===== config.mk =====
export PLATFORM = sky130hd
export DESIGN_NAME = adc_stagger_seq
export DESIGN_NICKNAME = d
export VERILOG_FILES = /design/src/rtl/adc_seq_pkg.sv /design/src/rtl/adc_seq_ctrl.sv /design/src/rtl/adc_seq_stagger.sv /design/src/rtl/adc_seq_collect.sv /design/src/rtl/adc_seq_bank.sv /design/src/rtl/adc_stagger_seq.sv
export SDC_FILE = /design/constraint.sdc
export NUM_CORES = 1
export LEC_CHECK = 0
export BUFFER_PORTS_ARGS = -buffer_cell sky130_fd_sc_hd__buf_2
export CELL_PAD_IN_SITES_DETAIL_PLACEMENT = 1
export CELL_PAD_IN_SITES_GLOBAL_PLACEMENT = 1
export CORE_MARGIN = 4
export CORE_UTILIZATION = 37
export DETAILED_ROUTE_END_ITERATION = 16
export HOLD_SLACK_MARGIN = 0.12
export PLACE_DENSITY = 0.73
export RECOVER_POWER = 100
export SETUP_SLACK_MARGIN = 0.02
export SYNTH_ARGS = -nofsm -noshare
export SYNTH_HDL_FRONTEND = slang
export SYNTH_SLANG_ARGS = --single-unit

===== constraint.sdc =====
create_clock -name clk_i -period 3.1 [get_ports clk_i]
set_input_delay 0.465 -clock clk_i [delete_from_list [all_inputs] [get_ports clk_i]]
set_output_delay 0.465 -clock clk_i [all_outputs]
set_load 0.02 [all_outputs]

===== src/rtl/adc_seq_pkg.sv =====
package adc_seq_pkg;
  localparam int unsigned SLOTS   = 4;
  localparam int unsigned NUM_RES = 2 * SLOTS;

  typedef enum logic {
    ST_IDLE = 1'b0,
    ST_RUN  = 1'b1
  } seq_state_e;
endpackage


===== src/rtl/adc_seq_ctrl.sv =====
module adc_seq_ctrl
  import adc_seq_pkg::*;
#(
  parameter int unsigned CH_W = 3
) (
  input  logic            clk_i,
  input  logic            rst_ni,
  input  logic            en_i,
  input  logic [CH_W-1:0] chan_sel_i,
  input  logic            all_done_i,
  output logic            round_start_o,
  output logic            active_o,
  output logic [CH_W-1:0] chan_o,
  output logic            irq_o
);
  seq_state_e      state_q;
  logic [CH_W-1:0] chan_q;
  logic            irq_q;

  assign round_start_o = (state_q == ST_IDLE) && en_i;
  assign active_o      = (state_q == ST_RUN) && en_i;
  assign chan_o        = chan_q;
  assign irq_o         = irq_q;

  always_ff @(posedge clk_i or negedge rst_ni) begin
    if (!rst_ni) begin
      state_q <= ST_IDLE;
      chan_q  <= '0;
      irq_q   <= 1'b0;
    end else begin
      irq_q <= active_o && all_done_i;
      unique case (state_q)
        ST_IDLE: if (en_i) begin
          state_q <= ST_RUN;
          chan_q  <= chan_sel_i;
        end
        ST_RUN: if (!en_i || all_done_i) state_q <= ST_IDLE;
        default: state_q <= ST_IDLE;
      endcase
    end
  end
endmodule


===== src/rtl/adc_seq_stagger.sv =====
module adc_seq_stagger
  import adc_seq_pkg::*;
#(
  parameter int unsigned CNT_W = 8
) (
  input  logic             clk_i,
  input  logic             rst_ni,
  input  logic             clear_i,
  input  logic             active_i,
  input  logic [CNT_W-1:0] conv_time_i,
  output logic [SLOTS-1:0] start_o,
  output logic [SLOTS-1:0] issued_o
);
  localparam int unsigned THR_W = CNT_W + 2;

  logic [CNT_W-1:0] cnt_q;
  logic [SLOTS-1:0] issued_q;
  logic [CNT_W-1:0] quarter;

  assign quarter  = conv_time_i >> 2;
  assign issued_o = issued_q;

  for (genvar k = 0; k < SLOTS; k++) begin : g_slot
    logic [THR_W-1:0] thr;
    assign thr        = THR_W'(k) * {2'b00, quarter};
    assign start_o[k] = active_i && !issued_q[k] && ({2'b00, cnt_q} >= thr);
  end

  always_ff @(posedge clk_i or negedge rst_ni) begin
    if (!rst_ni) begin
      cnt_q    <= '0;
      issued_q <= '0;
    end else if (clear_i) begin
      cnt_q    <= '0;
      issued_q <= '0;
    end else if (active_i) begin
      issued_q <= issued_q | start_o;
      // freeze once every slot has been launched
      if (!(&(issued_q | start_o))) cnt_q <= cnt_q + 1'b1;
    end
  end
endmodule


===== src/rtl/adc_seq_collect.sv =====
module adc_seq_collect
  import adc_seq_pkg::*;
(
  input  logic             clk_i,
  input  logic             rst_ni,
  input  logic             clear_i,
  input  logic             active_i,
  input  logic [SLOTS-1:0] issued_i,
  input  logic [SLOTS-1:0] done_i,
  output logic [SLOTS-1:0] wr_o,
  output logic             all_done_o
);
  logic [SLOTS-1:0] got_q;

  assign wr_o       = {SLOTS{active_i}} & issued_i & ~got_q & done_i;
  assign all_done_o = active_i && (&(got_q | wr_o));

  always_ff @(posedge clk_i or negedge rst_ni) begin
    if (!rst_ni)       got_q <= '0;
    else if (clear_i)  got_q <= '0;
    else if (active_i) got_q <= got_q | wr_o;
  end
endmodule


===== src/rtl/adc_seq_bank.sv =====
module adc_seq_bank
  import adc_seq_pkg::*;
#(
  parameter int unsigned DATA_W = 8
) (
  input  logic                      clk_i,
  input  logic                      rst_ni,
  input  logic [SLOTS-1:0]          wr_i,
  input  logic                      upper_i,
  input  logic [SLOTS*DATA_W-1:0]   data_i,
  output logic [NUM_RES*DATA_W-1:0] result_o
);
  for (genvar i = 0; i < NUM_RES; i++) begin : g_reg
    localparam int unsigned SLOT = i % SLOTS;
    localparam logic        GRP  = (i >= SLOTS);
    logic [DATA_W-1:0] val_q;
    always_ff @(posedge clk_i or negedge rst_ni) begin
      if (!rst_ni)                              val_q <= '0;
      else if (wr_i[SLOT] && (upper_i == GRP))  val_q <= data_i[SLOT*DATA_W +: DATA_W];
    end
    assign result_o[i*DATA_W +: DATA_W] = val_q;
  end
endmodule


===== src/rtl/adc_stagger_seq.sv =====
module adc_stagger_seq
  import adc_seq_pkg::*;
#(
  parameter int unsigned DATA_W = 8,
  parameter int unsigned CNT_W  = 8,
  parameter int unsigned CH_W   = 3
) (
  input  logic                      clk_i,
  input  logic                      rst_ni,
  input  logic                      en_i,
  input  logic [CH_W-1:0]           chan_sel_i,
  input  logic [CNT_W-1:0]          conv_time_i,
  output logic [SLOTS-1:0]          slot_start_o,
  output logic [CH_W-1:0]           slot_chan_o,
  input  logic [SLOTS-1:0]          slot_done_i,
  input  logic [SLOTS*DATA_W-1:0]   slot_data_i,
  output logic [NUM_RES*DATA_W-1:0] result_o,
  output logic                      irq_o
);
  logic             round_start, active, all_done;
  logic [SLOTS-1:0] issued, wr;

  adc_seq_ctrl #(.CH_W(CH_W)) u_ctrl (
    .clk_i, .rst_ni, .en_i, .chan_sel_i,
    .all_done_i   (all_done),
    .round_start_o(round_start),
    .active_o     (active),
    .chan_o       (slot_chan_o),
    .irq_o
  );

  adc_seq_stagger #(.CNT_W(CNT_W)) u_stagger (
    .clk_i, .rst_ni,
    .clear_i    (round_start),
    .active_i   (active),
    .conv_time_i,
    .start_o    (slot_start_o),
    .issued_o   (issued)
  );

  adc_seq_collect u_collect (
    .clk_i, .rst_ni,
    .clear_i   (round_start),
    .active_i  (active),
    .issued_i  (issued),
    .done_i    (slot_done_i),
    .wr_o      (wr),
    .all_done_o(all_done)
  );

  adc_seq_bank #(.DATA_W(DATA_W)) u_bank (
    .clk_i, .rst_ni,
    .wr_i    (wr),
    .upper_i (slot_chan_o[CH_W-1]),
    .data_i  (slot_data_i),
    .result_o
  );
endmodule


# [Word level (Yosys, flattened, before mapping)]
# Cells that the tools add are included.
[word_totals] register_bits=85 latchBits=0 ram_bits=0 mem_bits_ro=0 input_bits=50 out_inout_bits=72 elab_cells=70 memories=0
[op_classes] add_sub_neg=1 multipliers=1 n_div=0 n_lt_le_gt_ge=4 n_eq_ne=1 shifts=0 mux=10 bitwise_logic=8 reduce_logical=31
[ops] cell="2-to-1 mux 8 bit" n=3
[ops] cell="logical AND 1 bit" n=20
[ops] cell="2-to-1 mux 4 bit" n=4
[ops] cell="AND 4 bit" n=3
[ops] cell="greater-or-equal comparator 8 x 10 -> 1 bit" n=1
[ops] cell="adder 8 x 1 -> 8 bit (second input constant)" n=1
[ops] cell="greater-or-equal comparator 8 x 1 -> 1 bit (second input constant)" n=1
[ops] cell="greater-or-equal comparator 8 x 6 -> 1 bit" n=1
[ops] cell="greater-or-equal comparator 8 x 7 -> 1 bit" n=1
[ops] cell="multiplier 2 x 6 -> 8 bit (first input constant)" n=1
[ops] cell="OR 4 bit" n=2
[ops] cell="AND reduction 4 bit" n=2
[ops] cell="logical NOT 1 bit" n=5
[ops] cell="NOT 4 bit" n=1
[ops] cell="AND reduction 2 bit" n=2
[ops] cell="2-to-1 mux 1 bit" n=2
[ops] cell="!= test 2 bit (second input constant)" n=1
[ops] cell="NOT 1 bit" n=2
[ops] cell="one-hot mux 1 bit (2 select lines)" n=1
[ops] cell="nonzero test 2 bit" n=1
[ops] cell="logical OR 1 bit" n=1

# [Logic depth before layout (Yosys ltp)]
# Gate-level depths: netlist (run 1).
[depth] ltp_word=10 ltp_mapped=14 ltp_nobuf=14

# [By module]
# Synthesis (run 1) repeated with hierarchy kept, for this count alone.
[unflattened] hier_cells=332 area_unflattened_um2=4265.3
[by_module_without_submodules] module="adc_seq_bank" n_inst=1 cells_per_inst=141 area_each_um2=2496.1 seq_area_each_um2=1601.5
[by_module_without_submodules] module="adc_seq_stagger" n_inst=1 cells_per_inst=155 area_each_um2=1361.3 seq_area_each_um2=300.3
[by_module_without_submodules] module="adc_seq_ctrl" n_inst=1 cells_per_inst=12 area_each_um2=206.4 seq_area_each_um2=125.1
[by_module_without_submodules] module="adc_seq_collect" n_inst=1 cells_per_inst=24 area_each_um2=201.4 seq_area_each_um2=100.1

# [Least setup slack after synthesis (run 1)]
# Ideal clock, no wire load.
[synth_timing] path_type="input -> output" start="input conv_time_i[2]" end="output slot_start_o[3]" arrival_ns=2.999 required_ns=2.635 setup_slack_ns=-0.364 stages=11 n_path_buf=0 path_cell_list="ha_1 -> fa_1 -> a21o_1 -> a21o_1 -> xor2_1 -> ha_1 -> and4_1 -> nand2_1 -> o21ai_0 -> nor2_1 -> nor3_1"
[synth_via] elab_chain_len=3
[synth_rtl] element="start: declaration" line="adc_stagger_seq.sv:12" source="input logic [CNT_W-1:0] conv_time_i,"
[synth_rtl] element="multiplier 2 x 6 -> 8 bit" line="adc_seq_stagger.sv:25" source="assign thr = THR_W'(k) * {2'b00, quarter};"
[synth_rtl] element="greater-or-equal comparator 8 x 10 -> 1 bit" line="adc_seq_stagger.sv:26" source="assign start_o[k] = active_i && !issued_q[k] && ({2'b00, cnt_q} >= thr);"
[synth_rtl] element="logical AND 1 bit" line="adc_seq_stagger.sv:26"
[synth_rtl] element="end: declaration" line="adc_stagger_seq.sv:13" source="output logic [SLOTS-1:0] slot_start_o,"
# No other way between the ends.

# [Worst setup path after layout (run 1)]
[layout_timing] start="input conv_time_i[3]" end="output slot_start_o[3]"
# The elaborated chain is that of the path after synthesis.

==> key figures, run 1 <==
Timing
  • Final hold vios: 0
  • Least-Margin Pin Slew: 2.09 ns
  • RSZ-0062 raised after global routing: yes
  • Final setup vio count: 1
  • Relative slew margins: -39.4%
  • Fin. max-slew vios: 86
  • Setup TNS: -0.00454 ns
  • Layout Skew: between 0.01 and 0.015 ns
  • Max Freq: between 0.3 and 0.4 GHz
  • Fin crit share: 100%
  • Worst setup margin: -0.00454 ns
  • Fin crit period: just over 3 ns

Detailed routing
  • Drt initial violations: 60
  • Routed len/inst: 17.2 um
  • DR vias/cell: 5.03
  • Residual DRC: 0
  • Via Count: 3049
  • Drt pass-1 iters: 4
  • ANT nets after route: 0
  • Total wire length: 10400 um

Synthesis
  • Synth Net Count: 402
  • Post-synthesis mux area share: about a fifth
  • Mapped Avg Cell Area: roughly 13 um2
  • Largest family of logic cells by synthesized area: multiplexers
  • Post-Syn Instances: 325
  • Complex-gate fraction of the synthesized area: under 10%
  • Ys flop type: dfrtp_1
  • Synth Area in Adders: 8.35%
  • Synthesized flop and latch total: 85
  • Synth unique cells: 44
  • Async SR Flop Fraction: between 90% and 100%
  • Post-synth EDFFs: 0
  • Synth Area in Simple Gates: 10.5%
  • Synth warn: 0
  • Seq/Total Area, Yosys: 51.4%
  • Mapped cell area: 4140 um2
  • Synth Area in XOR/XNOR: 0.847%

Critical path
  • Data required time of the critical path: 2.63 ns
  • Slowest stage cell, crit path: fa_2
  • CP Capture Type: output port
  • Delay-heaviest family, CP: adder cells
  • Crit path launch type: input port
  • CP Class: input port to output port
  • Critical Path Max Stage Delay: approximately 0.37 ns
  • Critical Path, Cell by Cell: buf_8 -> buf_6 -> fa_2 -> a21o_1 -> a21o_1 -> xor2_1 -> ha_1 -> and4_1 -> nand2_2 -> o21ai_4 -> nor2_4 -> nor3_4 -> buf_6
  • Crit Path Max Fanout: 3
  • Critical path arrival: 2.64 ns
  • Critical path buffers and inverters: 3

Floorplanning
  • Chip width: ~110 um
  • Initial core utilization: roughly two fifths
  • Chip Height: 114 um
  • Row count: 38
  • Core area: 10900 um2
  • Boundary Pins: between 100 and 150
  • Die footprint: 12900 um2

GRT
  • Overflow after GRT: 0
  • Vias in the first global route: 3427
  • All-Layer GR Usage: 16.8%
  • Largest net degree at the start of global routing: 86
  • First-pass GRT wire length: 17300 um
  • Initial antenna violation count: 0

Power and ir drop
  • Pwr per Cell Area: ~610 nW/um2
  • Max VDD drop: 0.296 mV
  • Leak: 0.00247 uW

Placed design
  • RePlAce Congestion: 0.746
  • Detailed Place HPWL: 7900 um
  • Placed Cells: just under 600
  • Area post-placement: 4960 um2
  • # port buffers: 119

Clocking
  • Post-CTS Hold Fix Bufs: 0
  • Root Driver: clkbuf_8
  • Htree depth: 3
  • Total CTS buffers: 9
  • Clock transition at path regs: 0.08 ns
  • CTS tree: done
  • Clock Path Buffers: 2
  • Clock Sink Count: 85
  • Worst skew pair latency: 0.36 ns

Layout
  • Util after Layout: between 40% and 50%
  • Inserted Diodes: 0
  • Fin nets: 538
  • Cell Count, Final, Fillers Out: between 600 and 700
  • Area delta synth->final: 23.9%
  • Design area: 5120 um2
  • Share of layout cells above drive strength 1: between 30% and 40%

Worst hold path
  • Hold Path Class: input port to flip-flop

Run
  • MaxCap Viol Count: 1

Status
  • Run status: finished, violations left
  • Failing checks: capacitance limit, slew limit, setup timing
-- worst paths after layout --
check / slack [ns] / depth (start not counted) / start / to
setup / recovery: -0.005 / 13 / conv_time_i[3] / slot_start_o[3]
hold / removal: 0.30 / 3 / chan_sel_i[0] / u_ctrl.chan_o[0]
setup reg to reg: 0.45 / 9 / u_stagger.cnt_q[2] / u_stagger.cnt_q[7]
hold reg to reg: 0.48 / 2 / u_ctrl.chan_o[0] / u_ctrl.chan_o[0]
max in group asynchronous: 1.17 / 1 / rst_ni / u_bank.g_reg[7].val_q[6]
min in group asynchronous: 0.71 / 1 / rst_ni / u_bank.g_reg[2].val_q[4]
-- per-stage QoR --
stage / power (uW) / setup WS, ns / hold WS [ns]
after floorplan: 2060 / 0.00660 / 0.169
after global placement: 2380 / -0.189 / 0.454
after detailed placement: 2440 / -0.293 / 0.463
after CTS: 3240 / -0.0641 / 0.285
after global routing: 3330 / -0.105 / 0.310
final: 3130 / -0.00454 / 0.301
-- where the power goes --
group | switching, uW | internal, uW
clock | 436 | 329
combinational | 555 | 334
sequential | 150 | 1320
total | 1140 | 1990
-- final cells by class --
type | instances | area, um2
Sequential cell | 85 | 2130
Timing Repair Buffer | 133 | 627
Clock buffer | 10 | 138
Tap cell | 140 | 175
Multi-Input combinational cell | 220 | 1960
Clock inverter | 6 | 55.1
Inverter | 12 | 45.0
Fill cell | 1211 | 5760
-- metal layers --
metal | GRT usage [%] | part of all wire (%) | routed length [um] | vias up
met4 | 3.69 | 0.98 | 102 | 0
met1 | 20.2 | 42 | 4370 | 1526
met2 | 28.9 | 50 | 5170 | 79
met5 | 0 | 0 | 0 | -
li1 | - | - | - | 1434
met3 | 6.26 | 7.3 | 759 | 10
-- worst min-delay path: cells and delay by family --
family,cells,cell delay [ns]
and+or+nand+nor,2,0.08
buffers and inverters,1,0.07
-- cell usage after synthesis (all sizes together), types with 2 or more instances --
master  instances  area share, %
mux2           64             17
nand2b          7            1.1
a21o            6            1.1
buf             6            1.2
nor2           10           0.91
nor2b           3           0.45
o21ai           4           0.48
nand4           5           0.76
mux2i           7            1.7
dfrtp          85             51
clkbuf          2           0.18
a31oi           7            1.1
nor3            5            1.1
xor2            2           0.42
ha             26            7.9
a2111o          2           0.54
nor4            5            1.4
and3            3           0.45
nand3           5           0.60
nand2          29            2.7
xnor2           2           0.42
a21oi          13            1.6
inv            12            1.1
-- placed cells by master (no fill, tap or decap), drive strengths merged, types with 3 or more instances in the layout --
| cell type | count |
|---|---|
| clkbuf | 87 |
| dfrtp | 85 |
| mux2 | 64 |
| buf | 56 |
| nand2 | 29 |
| ha | 26 |
| inv | 15 |
| a21oi | 13 |
| nor2 | 10 |
| nand2b | 7 |
| a31oi | 7 |
| mux2i | 7 |
| a21o | 6 |
| nand3 | 5 |
| nand4 | 5 |
| nor4 | 5 |
| nor3 | 5 |
| o21ai | 4 |
| and3 | 3 |
| nor2b | 3 |
-- logic make-up after synthesis --
kind of cell               Yosys count
adders and majority gates           27
muxes                               71
xor gates and xnor gates             4
DFF                                 85
AOI/OAI and AO/OA                   40
buffers and inverters               20
and+or+nand+nor                     78
-- timing repair --
item,CTS,global route
gates cloned,0,0
pin swaps,6,8
resized for setup,12,9
setup buffers,2,0
endpoints found under the setup margin,1,7
-- flip-flops by register name, summed over array words and instances (netlist names), named ones only --
signal              count
u_bank.g.val_q         64
u_stagger.cnt_q         8
u_stagger.issued_o      3
u_ctrl.irq_o            1
u_collect.got_q         4
u_ctrl.state_q          1
u_ctrl.chan_o           3
Note: power is estimated with default switching activity, not from simulation.
==> run 2, diff against run 1 <==
ABC_AREA = 1   (was not set)
CORE_UTILIZATION = 35   (was 37)
==> run 2 against run 1 <==
  * The flow finishes with violations (capacitance limit, slew limit)
  * Critical path type unchanged
  * Core utilization shrank 2.7 points
  * Largest cell class unchanged
  * Sequential power is essentially flat
  * Register-to-register slack gained 0.55 ns
==> key figures, run 2 <==
Status
  • Run status: finished, violations left
  • Failing checks: capacitance limit, slew limit

Clocking
  • CTS tree: done
  • Post-CTS Hold Fix Bufs: 0
  • Total CTS buffers: 9
  • Root Driver: clkbuf_16
  • Clock Sink Count: 85
  • Clock transition at path regs: 0.06 ns
  • Clock Path Buffers: 2
  • Htree depth: 3
  • Worst skew pair latency: 0.34 ns

Synthesis
  • Ys flop type: dfrtp_1
  • Largest area contributor in the netlist: dfrtp_1
  • Most common cell in the netlist: nand2_1
  • Async SR Flop Fraction: 100%
  • Post-synth EDFFs: 0
  • Synth area leaders: dfrtp_1 (50%), nand2_1 (11%), ha_1 (7.7%), inv_1 (5.4%), o21ai_1 (4.3%)
  • Synthesized flop and latch total: 85
  • Mapped cell area: 4220 um2
  • Top cell type's share of synthesized area: 50.4%
  • Synth Net Count: around 550
  • Post-Syn Instances: ~470
  • Synth unique cells: 30
  • Commonest cells in the netlist: nand2_1 (127), dfrtp_1 (85), inv_1 (61)
  • Synth warn: 0
  • Mapped Avg Cell Area: approximately 9 um2
  • Seq/Total Area, Yosys: 50.4%

Layout
  • Fillers: between 1000 and 1500
  • Multi-input logic area: 1720 um2
  • Regs by FF count: u_bank.g.val_q x64, u_stagger.cnt_q x8, u_collect.got_q x4
  • Most flop-heavy register: u_bank.g.val_q
  • Register area: about 2100 um2
  • Share of layout cells above drive strength 1: 15.5%
  • Inserted Diodes: 0
  • Most frequent cells in the layout: nand2_1 (133), dfrtp_1 (85), clkbuf_1 (72)
  • Area delta synth->final: 22.0%
  • Number of flip-flops in the largest register: 64
  • Leading cell type in the layout, fill and taps excluded: nand2_1
  • Fin nets: 672

Timing
  • Fin. max-slew vios: 86
  • Final setup vio count: 0
  • Fin crit share: 94.8%
  • Final hold vios: 0
  • Worst setup margin: 0.160 ns
  • Max Freq: 0.340 GHz
  • Relative slew margins: -43.0%
  • Setup TNS: 0 ns
  • RSZ-0062 raised after global routing: yes
  • Fin crit period: 2.94 ns
  • Least-Margin Pin Slew: 2.15 ns
  • Layout Skew: 0.00802 ns

Critical path
  • CP startpoint: conv_time_i[2]
  • Data required time of the critical path: 2.63 ns
  • Flop-to-flop setup slack: 1.00 ns
  • Crit Path Max Fanout: 3
  • Worst flop-to-flop path startpoint: u_stagger.cnt_q[5]
  • CP Capture Type: output port
  • Worst R2R End: u_stagger.cnt_q[0]
  • R2R depth: 14
  • Crit path launch type: input port
  • CP Capture Point: slot_start_o[3]
  • Critical path arrival: 2.47 ns
  • CP Class: input port to output port

Detailed routing
  • Drt pass-1 iters: 4
  • Drt initial violations: approximately 150
  • ANT nets after route: 0
  • Routed len/inst: 14.5 um
  • Total wire length: 10800 um
  • DR vias/cell: approximately 4.7
  • Via Count: 3481
  • Residual DRC: 0

Floorplanning
  • Core area: 11600 um2
  • Initial core utilization: 36.4%
  • Die footprint: 13900 um2
  • Boundary Pins: between 100 and 150
  • Chip width: 118 um
  • Chip Height: 118 um
  • Row count: 39

Power and ir drop
  • Max VDD drop: 0.382 mV
  • Leak: about 0.0027 uW
  • Pwr per Cell Area: around 670 nW/um2

GRT
  • All-Layer GR Usage: 16.3%
  • First-pass GRT wire length: about 19000 um
  • Largest net degree at the start of global routing: 86
  • Vias in the first global route: 3843
  • Overflow after GRT: 0
  • Initial antenna violation count: 0

Placed design
  • RePlAce Congestion: 0.739
  • Detailed Place HPWL: 8210 um
  • Post-Place Setup Slack: -0.0607 ns
  • # port buffers: 119

Run
  • MaxCap Viol Count: 1

Worst hold path
  • Hold Path Class: input port to flip-flop
  • Min-delay src: chan_sel_i[0]
==> run 2: power breakdown <==
part	internal [uW]	leakage [uW]	total [uW]	switching, uW
clock network	653	0.000151	1100	448
registers	1330	0.00113	1480	142
logic	269	0.00138	873	604
total	2260	0.00267	3450	1190
==> run 2: per-layer routing <==
layer	share of wire, %	track usage (%)
met1	41	18.7
met2	50	28.5
met3	7.6	6.25
met4	1.2	4.47
met5	0	0
==> run 2: stage by stage <==
stage	util [%]	std cells	hold slack [ns]	cell area, um2	total power [uW]
6_report	44.4	743	0.348	5150	3450
3_3_place_gp	42.3	726	0.455	4920	2390
5_1_grt	44.4	743	0.340	5150	3690
3_5_place_dp	42.3	726	0.465	4920	2440
2_1_floorplan	-	471	0.169	4220	2050
4_1_cts	45.1	742	0.336	5230	3570
==> run 2: worst max-delay path: stages <==
cell,delay (ns)
buf_2,0.13
ha_2,0.20
fa_2,0.36
nand3_1,0.09
and2_4,0.15
inv_1,0.04
a21oi_2,0.12
ha_1,0.25
nand2_1,0.08
inv_2,0.04
nand2_2,0.07
nor2_2,0.03
nor2_1,0.11
nand2_1,0.09
nand2_2,0.09
inv_2,0.04
buf_6,0.12
==> run 2: kinds of logic after synthesis <==
kind of cell | share of synthesized area [%]
buffers and inverters | 8.21
xor gates and xnor gates | 1.87
adders and majority gates | 8.18
AOI/OAI and AO/OA | 10.2
and+or+nand+nor | 21.2
DFF | 50.4
==> run 2: worst min path at each step <==
stage | to | cells after the start
3_5_place_dp | u_ctrl.chan_o[1] | 2
2_1_floorplan | async pin | 0
3_3_place_gp | u_ctrl.chan_o[0] | 2
4_1_cts | u_ctrl.chan_o[1] | 3
6_report | u_ctrl.chan_o[0] | 3
5_1_grt | u_ctrl.chan_o[1] | 3
==> run 2: area by class of cell <==
class                           count  share of cell area [%]
Multi-Input combinational cell    313                    33.5
Sequential cell                    85                    41.3
Clock inverter                      6                    1.38
Timing Repair Buffer              124                    11.3
Tap cell                          143                    3.47
Inverter                           62                    4.52
Clock buffer                       10                    4.64
==> run 2: what timing repair did <==
item | 4_1_cts | 5_1_grt
buffers inserted | 0 | 1
gates cloned | 0 | 0
hold endpoints to repair | 0 | 0
setup endpoints to repair | 1 | 6
pin swaps | 0 | 14
resized for setup | 2 | 25
==> run 3, diff against run 2 <==
CELL_PAD_IN_SITES_DETAIL_PLACEMENT = not set   (was 1)
CELL_PAD_IN_SITES_GLOBAL_PLACEMENT = not set   (was 1)
CORE_UTILIZATION = 42   (was 35)
PLACE_DENSITY = 0.65   (was 0.73)
==> run 3 against run 2 <==
  * The flow now finishes without violations
  * Global-route usage rose by 0.18 points
  * Final area fell by 2.8%
  * Worst setup slack got worse by 0.031 ns
  * Largest cell class unchanged
  * Highest routed layer unchanged
  * Register-to-register slack got worse by 0.19 ns
  * Die area fell by 16%
  * Core utilization rose by 6.9 points
  * Critical path type unchanged
  * Critical endpoint unchanged
  * Critical path depth did not move
==> key figures, run 3 (synthesis results as in run 2) <==
Critical path
  • Data required time of the critical path: 2.63 ns
  • Critical Path, Cell by Cell: buf_2 -> ha_4 -> fa_2 -> nand3_1 -> and2_4 -> inv_1 -> a21oi_2 -> ha_1 -> nand2_1 -> inv_2 -> nand2_2 -> nor2_1 -> nor2_1 -> nand2_1 -> nand2_2 -> inv_1 -> buf_6
  • Critical path arrival: 2.51 ns
  • Crit path launch type: input port
  • CP Class: input port to output port
  • Crit Path Max Fanout: 4
  • Critical Path Max Stage Delay: 0.36 ns
  • CP Capture Type: output port
  • Slowest stage cell, crit path: fa_2

Floorplanning
  • Row count: 36
  • Core area: 9770 um2
  • Chip Height: about 110 um
  • Initial core utilization: between 40% and 50%
  • Die footprint: 11700 um2
  • Chip width: 108 um
  • Boundary Pins: 122

Detailed routing
  • Met3 wire len: a little over 700 um
  • Drt pass-1 iters: 6
  • Residual DRC: 0
  • Total wire length: about 9200 um
  • Highest routed layer: met4
  • Drt initial violations: around 150
  • DR vias/cell: 4.63
  • Metal-1 WL: 4040 um
  • DR WL met2: 4300 um
  • ANT nets after route: 0
  • Routed len/inst: 12.6 um
  • Via Count: 3400

Layout
  • Most frequent cells in the layout: nand2_1 (133), dfrtp_1 (85), clkbuf_1 (75)
  • Design area: 5010 um2
  • Share of layout cells above drive strength 1: 14.8%
  • Leading cell type in the layout, fill and taps excluded: nand2_1
  • Area delta synth->final: 18.7%
  • Inserted Diodes: 0
  • Fin nets: 674
  • Most flop-heavy register: u_bank.g.val_q
  • Regs by FF count: u_bank.g.val_q x64, u_stagger.cnt_q x8, u_collect.got_q x4
  • Number of flip-flops in the largest register: 64

Clocking
  • CTS tree: done
  • Total CTS buffers: 9
  • Clock transition at path regs: 0.08 ns
  • Clock Sink Count: 85
  • Htree depth: 3
  • Worst skew pair latency: 0.35 ns
  • Root Driver: clkbuf_8
  • Clock Path Buffers: 2

GRT
  • Overflow after GRT: 0
  • Largest net degree at the start of global routing: 60
  • Vias in the first global route: 3333
  • First-pass GRT wire length: 15300 um
  • All-Layer GR Usage: roughly 17%
  • Initial antenna violation count: 0

Status
  • Run status: finished clean

Timing
  • Layout Skew: between 0.01 and 0.015 ns
  • Least-Margin Pin Slew: about 1.4 ns
  • Fin crit share: between 90 and 100%
  • Setup TNS: 0 ns
  • Fin crit period: 2.97 ns
  • Final setup vio count: 0
  • Max Freq: approximately 0.34 GHz
  • Fin. max-slew vios: 0
  • Relative slew margins: under 10%
  • Final hold vios: 0

Power and ir drop
  • Pwr per Cell Area: around 630 nW/um2
  • Max VDD drop: 0.395 mV
  • Leak: 0.00261 uW

Worst hold path
  • Hold Path Class: input port to flip-flop

Run
  • MaxCap Viol Count: 0

Placed design
  • # port buffers: 119
  • RePlAce Congestion: 0.788
  • Area post-placement: 4900 um2
  • Detailed Place HPWL: a little under 7000 um
## run 3: changes by cell type in the layout (fill, tap and decap cells not counted), sizes merged
cell	before	now
buf	51	49
inv	63	64
bufinv	1	2
clkinv	3	1
clkbuf	83	86
## run 3: power by group
group          internal [uW]  leakage [uW]  switching [uW]
Sequential              1330       0.00113             135
Combinational            264       0.00137             587
Clock                    459      0.000108             403
Total                   2050       0.00261            1130
## run 3: path summary, 6_finish.rpt
path,startpoint,endpoint,slack (ns),cells past startpoint
max,conv_time_i[3],slot_start_o[3],0.13,17
min,chan_sel_i[1],u_ctrl.chan_o[1],0.32,3
max reg2reg,u_stagger.cnt_q[7],u_stagger.cnt_q[1],0.81,15
min reg2reg,u_ctrl.chan_o[1],u_ctrl.chan_o[1],0.49,2
max in group asynchronous,rst_ni,u_bank.g_reg[3].val_q[1],1.36,2
min in group asynchronous,rst_ni,u_bank.g_reg[7].val_q[7],0.44,1
## run 3: stage by stage
step	worst slack [ns]	hold WS, ns	total power, uW	utilization, %	std cells
after CTS	0.0450	0.177	3290	52.4	731
final	0.129	0.322	3180	51.3	734
after global routing	-0.00803	0.305	3390	51.3	734
after detailed placement	-0.0140	0.465	2410	50.2	716
after floorplan	0.377	0.169	2050	-	471
after global placement	0.0490	0.454	2380	50.2	716
## run 3: cell type report
class	instances	area (um2)
clock buffer	9	124
clock inverter	6	96.3
fill	999	4760
inverter	62	233
multi-input combinational	313	1710
sequential	85	2130
tap	133	166
timing repair buffer	126	556
## run 3: critical path, delay by kind of cell
family	cells	cell delay, ns
fa+ha+maj	3	0.80
simple gates	8	0.71
buf+inv	5	0.40
compound gates	1	0.12
## run 3: layer usage
metal / vias to the layer above / GRT usage, %
li1: 1748 / -
met1: 1546 / 21.1
met2: 94 / 25.9
met4: 0 / 6.04
met3: 12 / 5.91
met5: - / 0
## run 3: repair_timing
item	4_1_cts	5_1_grt
hold buffers	0	0
pin swaps	0	15
endpoints found under the setup margin	1	1
buffers inserted	0	3
gates resized for setup	1	17
